## src/rtl/can_irq_pkg.sv

```systemverilog
// Package: shared constants and types for the CAN interrupt code encoder.
// Assumes a 5-bit extended code; the legacy layout occupies its low 3 bits.
package can_irq_pkg;

    typedef enum logic [1:0] {
        MODE_LEGACY = 2'd0,
        MODE_EXT    = 2'd1,
        MODE_FIFO   = 2'd2,
        MODE_RSVD   = 2'd3
    } irq_mode_e;

    localparam int CODE_W        = 5;
    localparam int CODE_ERR      = 1;
    localparam int CODE_TX_BASE  = 2;
    localparam int CODE_LEG_WAKE = 7;
    localparam int CODE_EXT_RX   = 16;
    localparam int CODE_EXT_WAKE = 31;
    localparam int LEG_RX_NUM    = 2;

    // Legacy and reserved mode share the 3-bit layout.
    function automatic logic is_legacy(input irq_mode_e m);
        return (m == MODE_LEGACY) || (m == MODE_RSVD);
    endfunction

endpackage

```

## src/rtl/irq_src_mask.sv

```systemverilog
// Module: irq_src_mask
// Gates each interrupt source with the enable that the current mode selects
// and lays them out as a slot vector ordered by urgency (slot 0 most urgent):
// error, transmit buffers, receive buffers, wake-up.
// Assumes NRX >= LEG_RX_NUM; legacy mode only uses the first LEG_RX_NUM receive buffers.
module irq_src_mask
    import can_irq_pkg::*;
#(
    parameter int NTX   = 3,
    parameter int NRX   = 8,
    parameter int NERR  = 6,
    localparam int NSLOT = NTX + NRX + 2
) (
    input  irq_mode_e              mode,
    input  logic [NERR-1:0]        err_src,
    input  logic                   err_en,
    input  logic [NTX-1:0]         tx_flag,
    input  logic [NTX-1:0]         tx_en,
    input  logic                   tx_grp_en,
    input  logic [NRX-1:0]         rx_flag,
    input  logic [LEG_RX_NUM-1:0]  rx_en,
    input  logic                   rx_grp_en,
    input  logic                   wake_flag,
    input  logic                   wake_en,
    output logic [NSLOT-1:0]       req
);

    logic legacy;

    // Mode decode shared by all buffer slots.
    always_comb legacy = is_legacy(mode);

    // Shared error slot: any error condition raises it.
    always_comb req[0] = (|err_src) && err_en;

    // Transmit slots: per-buffer enable in legacy, group enable otherwise.
    for (genvar i = 0; i < NTX; i++) begin : g_tx
        always_comb req[1+i] = tx_flag[i] && (legacy ? tx_en[i] : tx_grp_en);
    end

    // Receive slots: only the first buffers exist in legacy layout.
    for (genvar j = 0; j < NRX; j++) begin : g_rx
        if (j < LEG_RX_NUM) begin : g_leg
            always_comb req[1+NTX+j] = rx_flag[j] && (legacy ? rx_en[j] : rx_grp_en);
        end else begin : g_ext
            always_comb req[1+NTX+j] = rx_flag[j] && !legacy && rx_grp_en;
        end
    end

    // Wake-up slot, least urgent.
    always_comb req[NSLOT-1] = wake_flag && wake_en;

endmodule

```

## src/rtl/irq_prio_pick.sv

```systemverilog
// Module: irq_prio_pick
// Finds the lowest set bit of a request vector. Lower index means more urgent.
// Assumes IW is wide enough to hold N-1.
module irq_prio_pick #(
    parameter int N  = 13,
    parameter int IW = $clog2(N)
) (
    input  logic [N-1:0]  req,
    output logic          found,
    output logic [IW-1:0] idx
);

    // Scan from the top so that the lowest set index wins.
    always_comb begin
        found = |req;
        idx   = '0;
        for (int i = N - 1; i >= 0; i--) begin
            if (req[i]) idx = IW'(i);
        end
    end

endmodule

```

## src/rtl/irq_code_map.sv

```systemverilog
// Module: irq_code_map
// Turns the winning slot index into the code for the selected layout.
// Assumes NTX = 3 for the legacy layout, and NRX <= 15 so that extended
// receive codes stay below the wake-up code.
module irq_code_map
    import can_irq_pkg::*;
#(
    parameter int NTX   = 3,
    parameter int NRX   = 8,
    parameter int IW    = 4
) (
    input  irq_mode_e           mode,
    input  logic                found,
    input  logic [IW-1:0]       idx,
    output logic [CODE_W-1:0]   code
);

    int slot;
    int rxn;
    int val;

    // Slot to code translation per layout; zero when nothing is pending.
    always_comb begin
        slot = int'(idx);
        rxn  = slot - NTX - 1;
        val  = 0;
        if (found) begin
            if (slot == 0) begin
                val = CODE_ERR;
            end else if (slot <= NTX) begin
                val = CODE_TX_BASE + slot - 1;
            end else if (slot <= NTX + NRX) begin
                if (is_legacy(mode))       val = CODE_TX_BASE + NTX + rxn;
                else if (mode == MODE_FIFO) val = CODE_EXT_RX;
                else                        val = CODE_EXT_RX + rxn;
            end else begin
                val = is_legacy(mode) ? CODE_LEG_WAKE : CODE_EXT_WAKE;
            end
        end
        code = CODE_W'(val);
    end

endmodule

```

## src/rtl/can_irq_encoder.sv

```systemverilog
// Module: can_irq_encoder (top)
// Masks the CAN interrupt sources, picks the most urgent one, maps it to the
// mode's code and registers the code, the combined request and the error status.
// Assumes the sources are levels held by their producers; reset is synchronous, active low.
module can_irq_encoder
    import can_irq_pkg::*;
#(
    parameter int NTX  = 3,
    parameter int NRX  = 8,
    parameter int NERR = 6,
    localparam int NSLOT = NTX + NRX + 2,
    localparam int IW    = $clog2(NSLOT)
) (
    input  logic                  clk,
    input  logic                  rst_n,
    input  logic [1:0]            mode,
    input  logic [NERR-1:0]       err_src,
    input  logic                  err_en,
    input  logic [NTX-1:0]        tx_flag,
    input  logic [NTX-1:0]        tx_en,
    input  logic                  tx_grp_en,
    input  logic [NRX-1:0]        rx_flag,
    input  logic [LEG_RX_NUM-1:0] rx_en,
    input  logic                  rx_grp_en,
    input  logic                  wake_flag,
    input  logic                  wake_en,
    output logic [CODE_W-1:0]     int_code,
    output logic                  int_req,
    output logic [NERR-1:0]       err_status
);

    irq_mode_e         mode_e;
    logic [NSLOT-1:0]  req;
    logic              found;
    logic [IW-1:0]     idx;
    logic [CODE_W-1:0] code_nxt;

    // Cast the raw mode pins to the layout type.
    always_comb mode_e = irq_mode_e'(mode);

    irq_src_mask #(.NTX(NTX), .NRX(NRX), .NERR(NERR)) u_mask (
        .mode      (mode_e),
        .err_src   (err_src),
        .err_en    (err_en),
        .tx_flag   (tx_flag),
        .tx_en     (tx_en),
        .tx_grp_en (tx_grp_en),
        .rx_flag   (rx_flag),
        .rx_en     (rx_en),
        .rx_grp_en (rx_grp_en),
        .wake_flag (wake_flag),
        .wake_en   (wake_en),
        .req       (req)
    );

    irq_prio_pick #(.N(NSLOT), .IW(IW)) u_pick (
        .req   (req),
        .found (found),
        .idx   (idx)
    );

    irq_code_map #(.NTX(NTX), .NRX(NRX), .IW(IW)) u_map (
        .mode  (mode_e),
        .found (found),
        .idx   (idx),
        .code  (code_nxt)
    );

    // Output stage: code, request and error status change only on a clock edge.
    always_ff @(posedge clk) begin
        if (!rst_n) begin
            int_code   <= '0;
            int_req    <= 1'b0;
            err_status <= '0;
        end else begin
            int_code   <= code_nxt;
            int_req    <= found;
            err_status <= err_src;
        end
    end

endmodule

```

## config.mk

```make
export PLATFORM = sky130hd
export DESIGN_NAME = can_irq_encoder
export DESIGN_NICKNAME = d
export VERILOG_FILES = /design/src/rtl/can_irq_pkg.sv /design/src/rtl/irq_src_mask.sv /design/src/rtl/irq_prio_pick.sv /design/src/rtl/irq_code_map.sv /design/src/rtl/can_irq_encoder.sv
export SDC_FILE = /design/constraint.sdc
export NUM_CORES = 1
export LEC_CHECK = 0
export ABC_AREA = 0
export ABC_CLOCK_PERIOD_IN_PS = 5500
export CAP_MARGIN = 15
export CORE_MARGIN = 4
export CORE_UTILIZATION = 40
export DETAILED_ROUTE_END_ITERATION = 8
export PLACE_DENSITY = 0.8
export SLEW_MARGIN = 20
export SYNTH_ARGS = -nofsm -noshare
export SYNTH_HDL_FRONTEND = slang
export SYNTH_SLANG_ARGS = --single-unit
```

## constraint.sdc

```tcl
create_clock -name clk -period 5.5 [get_ports clk]
set_clock_uncertainty 0.15 [all_clocks]
set_input_delay 1.375 -clock clk [delete_from_list [all_inputs] [get_ports clk]]
set_output_delay 1.375 -clock clk [all_outputs]
set_load 0.02 [all_outputs]
```

==> impl_metrics.toml, run 1 <==
[placement]
placed_cells = 179
place.detailed.hpwl_mm = 1.97
place_congestion = 0.775
io_buffers = 42

[layout]
final_common_cell = "sky130_fd_sc_hd__clkdlybuf4s50_1"
num-nets-final = 195
layout_fillers = 185
layout-drive-gt1-share_pct = 8.97
finalCoreUtilization_pct = 66.8
layout-area-overhead-vs-synth_pct = 52.1
finalNonFillerCells = 183
antennaDiodeCount = 0
layout.cells.most_common_list = "42 x sky130_fd_sc_hd__clkdlybuf4s50_1, 12 x sky130_fd_sc_hd__dfxtp_1, 9 x sky130_fd_sc_hd__inv_1, 9 x sky130_fd_sc_hd__nor2_1, 8 x sky130_fd_sc_hd__o21ai_0"

[synthesis]
yosys_most_used_dff = "sky130_fd_sc_hd__dfxtp_1"
yosys_warnings = 0
yosys.cell_types.count = 43
synth-seq-cells = 12
synth.avg_cell_area_sq_um = 8.09
synthesis.nets = 150
seq_area_frac_synth_pct = 26.5
synth_edf_count = 0
synthesis.instances = 112
async_flop_share_pct = 0
synth.cell_area_sq_um = 906

[detailed_routing]
routed_wl_mm = 2.27
detail_route.vias_per_cell = 5.29
drtIter0Drc = 8
routed-via-count = 968
remaining_drc_errors = 0
drtPass1Iterations = 4
antenna_violating_nets_post_route = 0
wl_per_cell_um = 12.4

[setup_path]
timing.critical_path.to_type = "flip-flop"
crit_fanout = 15
start_kind = "input port"
timing.setup.critical_path_class = "in -> reg"
worst_ep_arrival_time_ns = 4.42
critPathRequiredTime_ns = 5.49

[power]
netSwitchingPower_mw = 0.0739
vdd_ir_drop_max_mv = 0.118
static-leakage-power_nw = 0.581
power.clock.fraction_pct = 24.9
combPwrFrac_pct = 39.0
pwr-share-seq_pct = 36.2
power_density_nw_per_um2 = 188
cellInternalPower_mw = 0.186
power.share.switching_pct = 28.5

[clock_network]
postCtsHoldBufs = 0
cts.sink_count = 12
number_of_buffers_created_by_cts = 3
cts-root-buf = "sky130_fd_sc_hd__clkbuf_4"
post_cts.resized_instances = 0
post-cts-setup-buffers = 0
tritoncts = "built"
h_tree_lvl_count = 1
clock_path_buffers = 2
clk_transition_reported_paths_ns = 0.07

[timing]
setup-violations-final = 0
max_freq_mhz = 226
drv_slew = 0
max_slew_margin_pct = 73.0
final-hold-violation-count = 0
final_critical_path_required_period_ns = 4.43
worst_slew_pin_slew_ns = 0.394
timing.setup.tns_ns = 0
grt_setup_unrepaired = "false"
layout_worst_path_cycle_share_pct = 80.5

[grt]
grt_antenna_before_repair = 0
grt_overflow_total = 0
grt_first_pass_wirelength_mm = 3.57
grt_max_degree = 16
via_count_of_the_first_global_routing_pass = 879
globalRouteTotalUtil_pct = 13.9

[floorplan]
floorplan_die_area_sq_um = 3090
rows = 16
core-area_sq_um = 2060
dieWidth_um = 55.6
initial_core_util_pct = 43.9
chipHeight_um = 55.6
design.portCount = 43

[job]
drv_cap = 0

[outcome]
status = "finished, final reports clean"

[worst_hold_path]
worstHoldPathType = "in -> reg"
[Yosys cell counts, types with 3 or more instances]
library cell	instances	share of area, %
sky130_fd_sc_hd__nor2b_1	3	2.1
sky130_fd_sc_hd__o21ai_0	8	4.4
sky130_fd_sc_hd__nor2_1	9	3.7
sky130_fd_sc_hd__o31ai_1	3	2.5
sky130_fd_sc_hd__ha_1	7	9.7
sky130_fd_sc_hd__nand2_1	5	2.1
sky130_fd_sc_hd__nand3_1	3	1.7
sky130_fd_sc_hd__dfxtp_1	12	27
sky130_fd_sc_hd__and2_1	7	4.8
sky130_fd_sc_hd__a21oi_1	4	2.2
sky130_fd_sc_hd__inv_1	9	3.7
sky130_fd_sc_hd__nand2b_1	4	2.8
[sequential cells by signal (all words and copies together), names as in the netlist]
| register | count |
|---|---|
| int_req | 1 |
| int_code | 5 |
| err_status | 6 |
[through the flow]
step                      worst slack (ns)  hold WS, ns  instance area (sq um)  total power, mW
after floorplan                       1.65         1.34                    906            0.153
after global placement               0.851         1.83                   1340            0.194
after detailed placement             0.824         1.84                   1340            0.197
after CTS                             1.10         1.56                   1380            0.261
after global routing                 0.825         1.58                   1380            0.273
final                                 1.07         1.56                   1380            0.260
[cells by family (layout without fill, tap and decap cells)]
kind of cell / Yosys count / after routing / share of synthesized area, %
AND/OR/NAND/NOR: 46 / 46 / 29.4
AO/OA/AOI/OAI: 33 / 33 / 25.1
flip-flops: 12 / 12 / 26.5
buffers and inverters: 11 / 55 / 5.80
adder cells (fa/ha/maj): 7 / 7 / 9.67
multiplexers: 3 / 3 / 3.45
[power by group through the flow]
stage               logic, mW  clock network (mW)  registers [mW]
floorplan              0.0493                   0           0.104
global placement       0.0987                   0          0.0958
detailed placement      0.101                   0          0.0960
CTS                     0.101              0.0660          0.0940
global route            0.111              0.0684          0.0942
finish                  0.101              0.0646          0.0939
[worst paths after layout]
kind | startpoint | endpoint | slack [ns] | cells after the start
min | err_src[2] | err_status[2]$_SDFF_PN0_ | 1.56 | 2
max | mode[0] | int_code[2]$_SDFF_PP0_ | 1.07 | 12
[critical path: stages]
cell and delay [ns]:
sky130_fd_sc_hd__clkdlybuf4s50_1 0.45, sky130_fd_sc_hd__inv_1 0.04, sky130_fd_sc_hd__ha_1 0.46, sky130_fd_sc_hd__and2_2 0.26
sky130_fd_sc_hd__o21a_1 0.20, sky130_fd_sc_hd__nor3_2 0.25, sky130_fd_sc_hd__nand3_1 0.21, sky130_fd_sc_hd__ha_1 0.37
sky130_fd_sc_hd__nor2_1 0.29, sky130_fd_sc_hd__mux2_2 0.37, sky130_fd_sc_hd__nand2_1 0.07, sky130_fd_sc_hd__a31oi_1 0.08
[area by class of cell]
type | count | area (sq um) | share of cell area, %
clock buffers | 4 | 36.3 | 2.63
inverters | 9 | 33.8 | 2.45
multi-input cells | 89 | 613 | 44.5
flip-flops and latches | 12 | 240 | 17.4
well taps | 27 | 33.8 | 2.45
repair buffers | 42 | 420 | 30.5
[per-layer routing]
layer	GRT usage (%)	share of wire (%)	up-vias
li1	-	-	500
met3	2.55	9.0	4
met1	14.3	39	424
met2	26.9	51	40
met5	0	0	-
met4	5.90	1.2	0
No activity file was read; power rests on OpenSTA's default activity.
==> inputs of run 2 (changes only) <==
- ABC_CLOCK_PERIOD_IN_PS: 5500 -> 4019
- CORE_UTILIZATION: 40 -> 36
- PLACE_DENSITY: 0.8 -> 0.76
- clock period: 5.5 -> 4.02 ns (I/O delays scaled with it)
==> run 2 against run 1 <==
  * Die area increased by 9.5%
  * Wire length up 7.6%
  * Via count grew 1.4%
  * Sequential share of layout area is 0.64 points lower
  * Combinational power grew 47%
  * Critical path type unchanged
  * Largest power group unchanged
  * Highest routed layer unchanged
  * Power is 42% higher
==> impl_metrics.toml, run 2 (same netlist as run 1, synthesis figures left out) <==
[worst_hold_path]
worstHoldPathType = "in -> reg"
holdCritStartpoint = "err_src[2]"
worstHoldPathCells = 2
min_delay_worst_endpoint = "err_status[2]$_SDFF_PN0_"

[layout]
num-nets-final = 201
largest_regs = "err_status (6), int_code (5), int_req (1)"
top_register = "err_status"
multiInputGateArea_sq_um = 619
ff_latch_area_sq_um = 240
finalCoreUtilization_pct = 62.3
finalNonFillerCells = 190
layout-area-overhead-vs-synth_pct = 57.9
layout-drive-gt1-share_pct = 12.3
final_common_cell = "sky130_fd_sc_hd__clkdlybuf4s50_1"
layout_fillers = 202
layout.cells.most_common_list = "42 x sky130_fd_sc_hd__clkdlybuf4s50_1, 12 x sky130_fd_sc_hd__dfxtp_1, 9 x sky130_fd_sc_hd__inv_1, 9 x sky130_fd_sc_hd__nor2_1, 8 x sky130_fd_sc_hd__o21ai_0"
layout.cell_area.non_filler_sq_um = 1430
largest_register_ff_count = 6
antennaDiodeCount = 0

[detailed_routing]
routed-via-count = 982
wl_per_cell_um = 12.8
routed-wl-met2_mm = 1.19
met3_length_um = 220
drtPass1Iterations = 4
highest_layer = "met4"
routed_wl_mm = 2.44
antenna_violating_nets_post_route = 0
drtIter0Drc = 18
met1_length_mm = 1.00
detail_route.vias_per_cell = 5.17
remaining_drc_errors = 0

[placement]
place.detailed.hpwl_mm = 2.03
io_buffers = 42
place_congestion = 0.918
placedInstanceArea_sq_um = 1390
place_ws_ns = -0.00441
placed_cells = 186

[timing]
setup-violations-final = 0
worst_slew_pin_slew_ns = 0.412
hold_ws_ns = 1.20
max_slew_margin_pct = 71.8
finalWorstSetupSlack_ns = 0.291
layout_worst_path_cycle_share_pct = 92.8
max_freq_mhz = 268
grt_setup_unrepaired = "false"
final-hold-violation-count = 0
timing.setup.tns_ns = 0
final_critical_path_required_period_ns = 3.73
drv_slew = 0

[setup_path]
cp_buf_inv_count = 2
worst_ep_arrival_time_ns = 3.74
timing.setup.critical_path_class = "in -> reg"
cpMostUsedCell = "sky130_fd_sc_hd__ha_1"
crit_fanout = 7
critPathRequiredTime_ns = 4.03
critPathTopFamily = "simple AND/OR/NAND/NOR gates"
worst_path_largest_cell_delay_ns = 0.45
timing.critical_path.to_type = "flip-flop"
cell_at_the_slowest_stage_of_the_critical_path = "sky130_fd_sc_hd__clkdlybuf4s50_1"
worst_setup_path_startpoint = "mode[0]"
start_kind = "input port"
crit_chain = "clkdlybuf4s50_1 -> inv_1 -> ha_1 -> and2_2 -> o21a_1 -> nor3_4 -> nand3_1 -> ha_1 -> nor2_1 -> mux2_2 -> nand2_1 -> a31oi_1"

[grt]
via_count_of_the_first_global_routing_pass = 959
grt_max_degree = 9
grt_overflow_total = 0
globalRouteTotalUtil_pct = 14.2
grt_first_pass_wirelength_mm = 3.84
grt_antenna_before_repair = 0

[power]
static-leakage-power_nw = 0.611
fin_total_pwr_mw = 0.368
vdd_ir_drop_max_mv = 0.159
power_density_nw_per_um2 = 257

[floorplan]
floorplan_die_area_sq_um = 3380
design.portCount = 43
initial_core_util_pct = 39.4
dieWidth_um = 58.2
rows = 17
chipHeight_um = 58.2
core-area_sq_um = 2300

[clock_network]
post_cts.resized_instances = 0
cts-root-buf = "sky130_fd_sc_hd__clkbuf_4"
h_tree_lvl_count = 1
tritoncts = "built"
clock_path_buffers = 2
clk_transition_reported_paths_ns = 0.07
cts.sink_count = 12
postCtsHoldBufs = 0
post-cts-setup-buffers = 0
number_of_buffers_created_by_cts = 3

[job]
drv_cap = 0

[outcome]
status = "finished, final reports clean"
-- run 2: final cells by class --
type	count	area share, %
Sequential cell	12	16.8
Inverter	9	2.36
Clock buffer	4	2.54
Multi-Input combinational cell	89	43.3
Timing Repair Buffer	48	32.5
Tap cell	28	2.45
-- run 2: layer usage --
layer | vias to the layer above | global-route usage [%]
met3 | 4 | 2.23
met2 | 36 | 26.9
met5 | - | 0
li1 | 503 | -
met4 | 0 | 7.62
met1 | 439 | 14.7
-- run 2: how the worst max path moves through the flow --
stage / end / cells past startpoint
after detailed placement: int_code[2]$_SDFF_PP0_ / 12
after CTS: int_code[2]$_SDFF_PP0_ / 12
after floorplan: int_code[2]$_SDFF_PP0_ / 10
after global placement: int_code[2]$_SDFF_PP0_ / 12
final: int_code[2]$_SDFF_PP0_ / 12
after global routing: int_code[3]$_SDFF_PP0_ / 14
-- run 2: where the power goes --
group	total, mW	switching (mW)	internal (mW)
clock	0.0918	0.0367	0.0551
sequential	0.128	0.00172	0.127
combinational	0.148	0.0691	0.0789
total	0.368	0.107	0.261
==> inputs of run 3 (changes only) <==
- SLEW_MARGIN: 20 -> 10
==> results of run 3 <==
No change in the layout: final DEF, timing and power equal those of run 2.
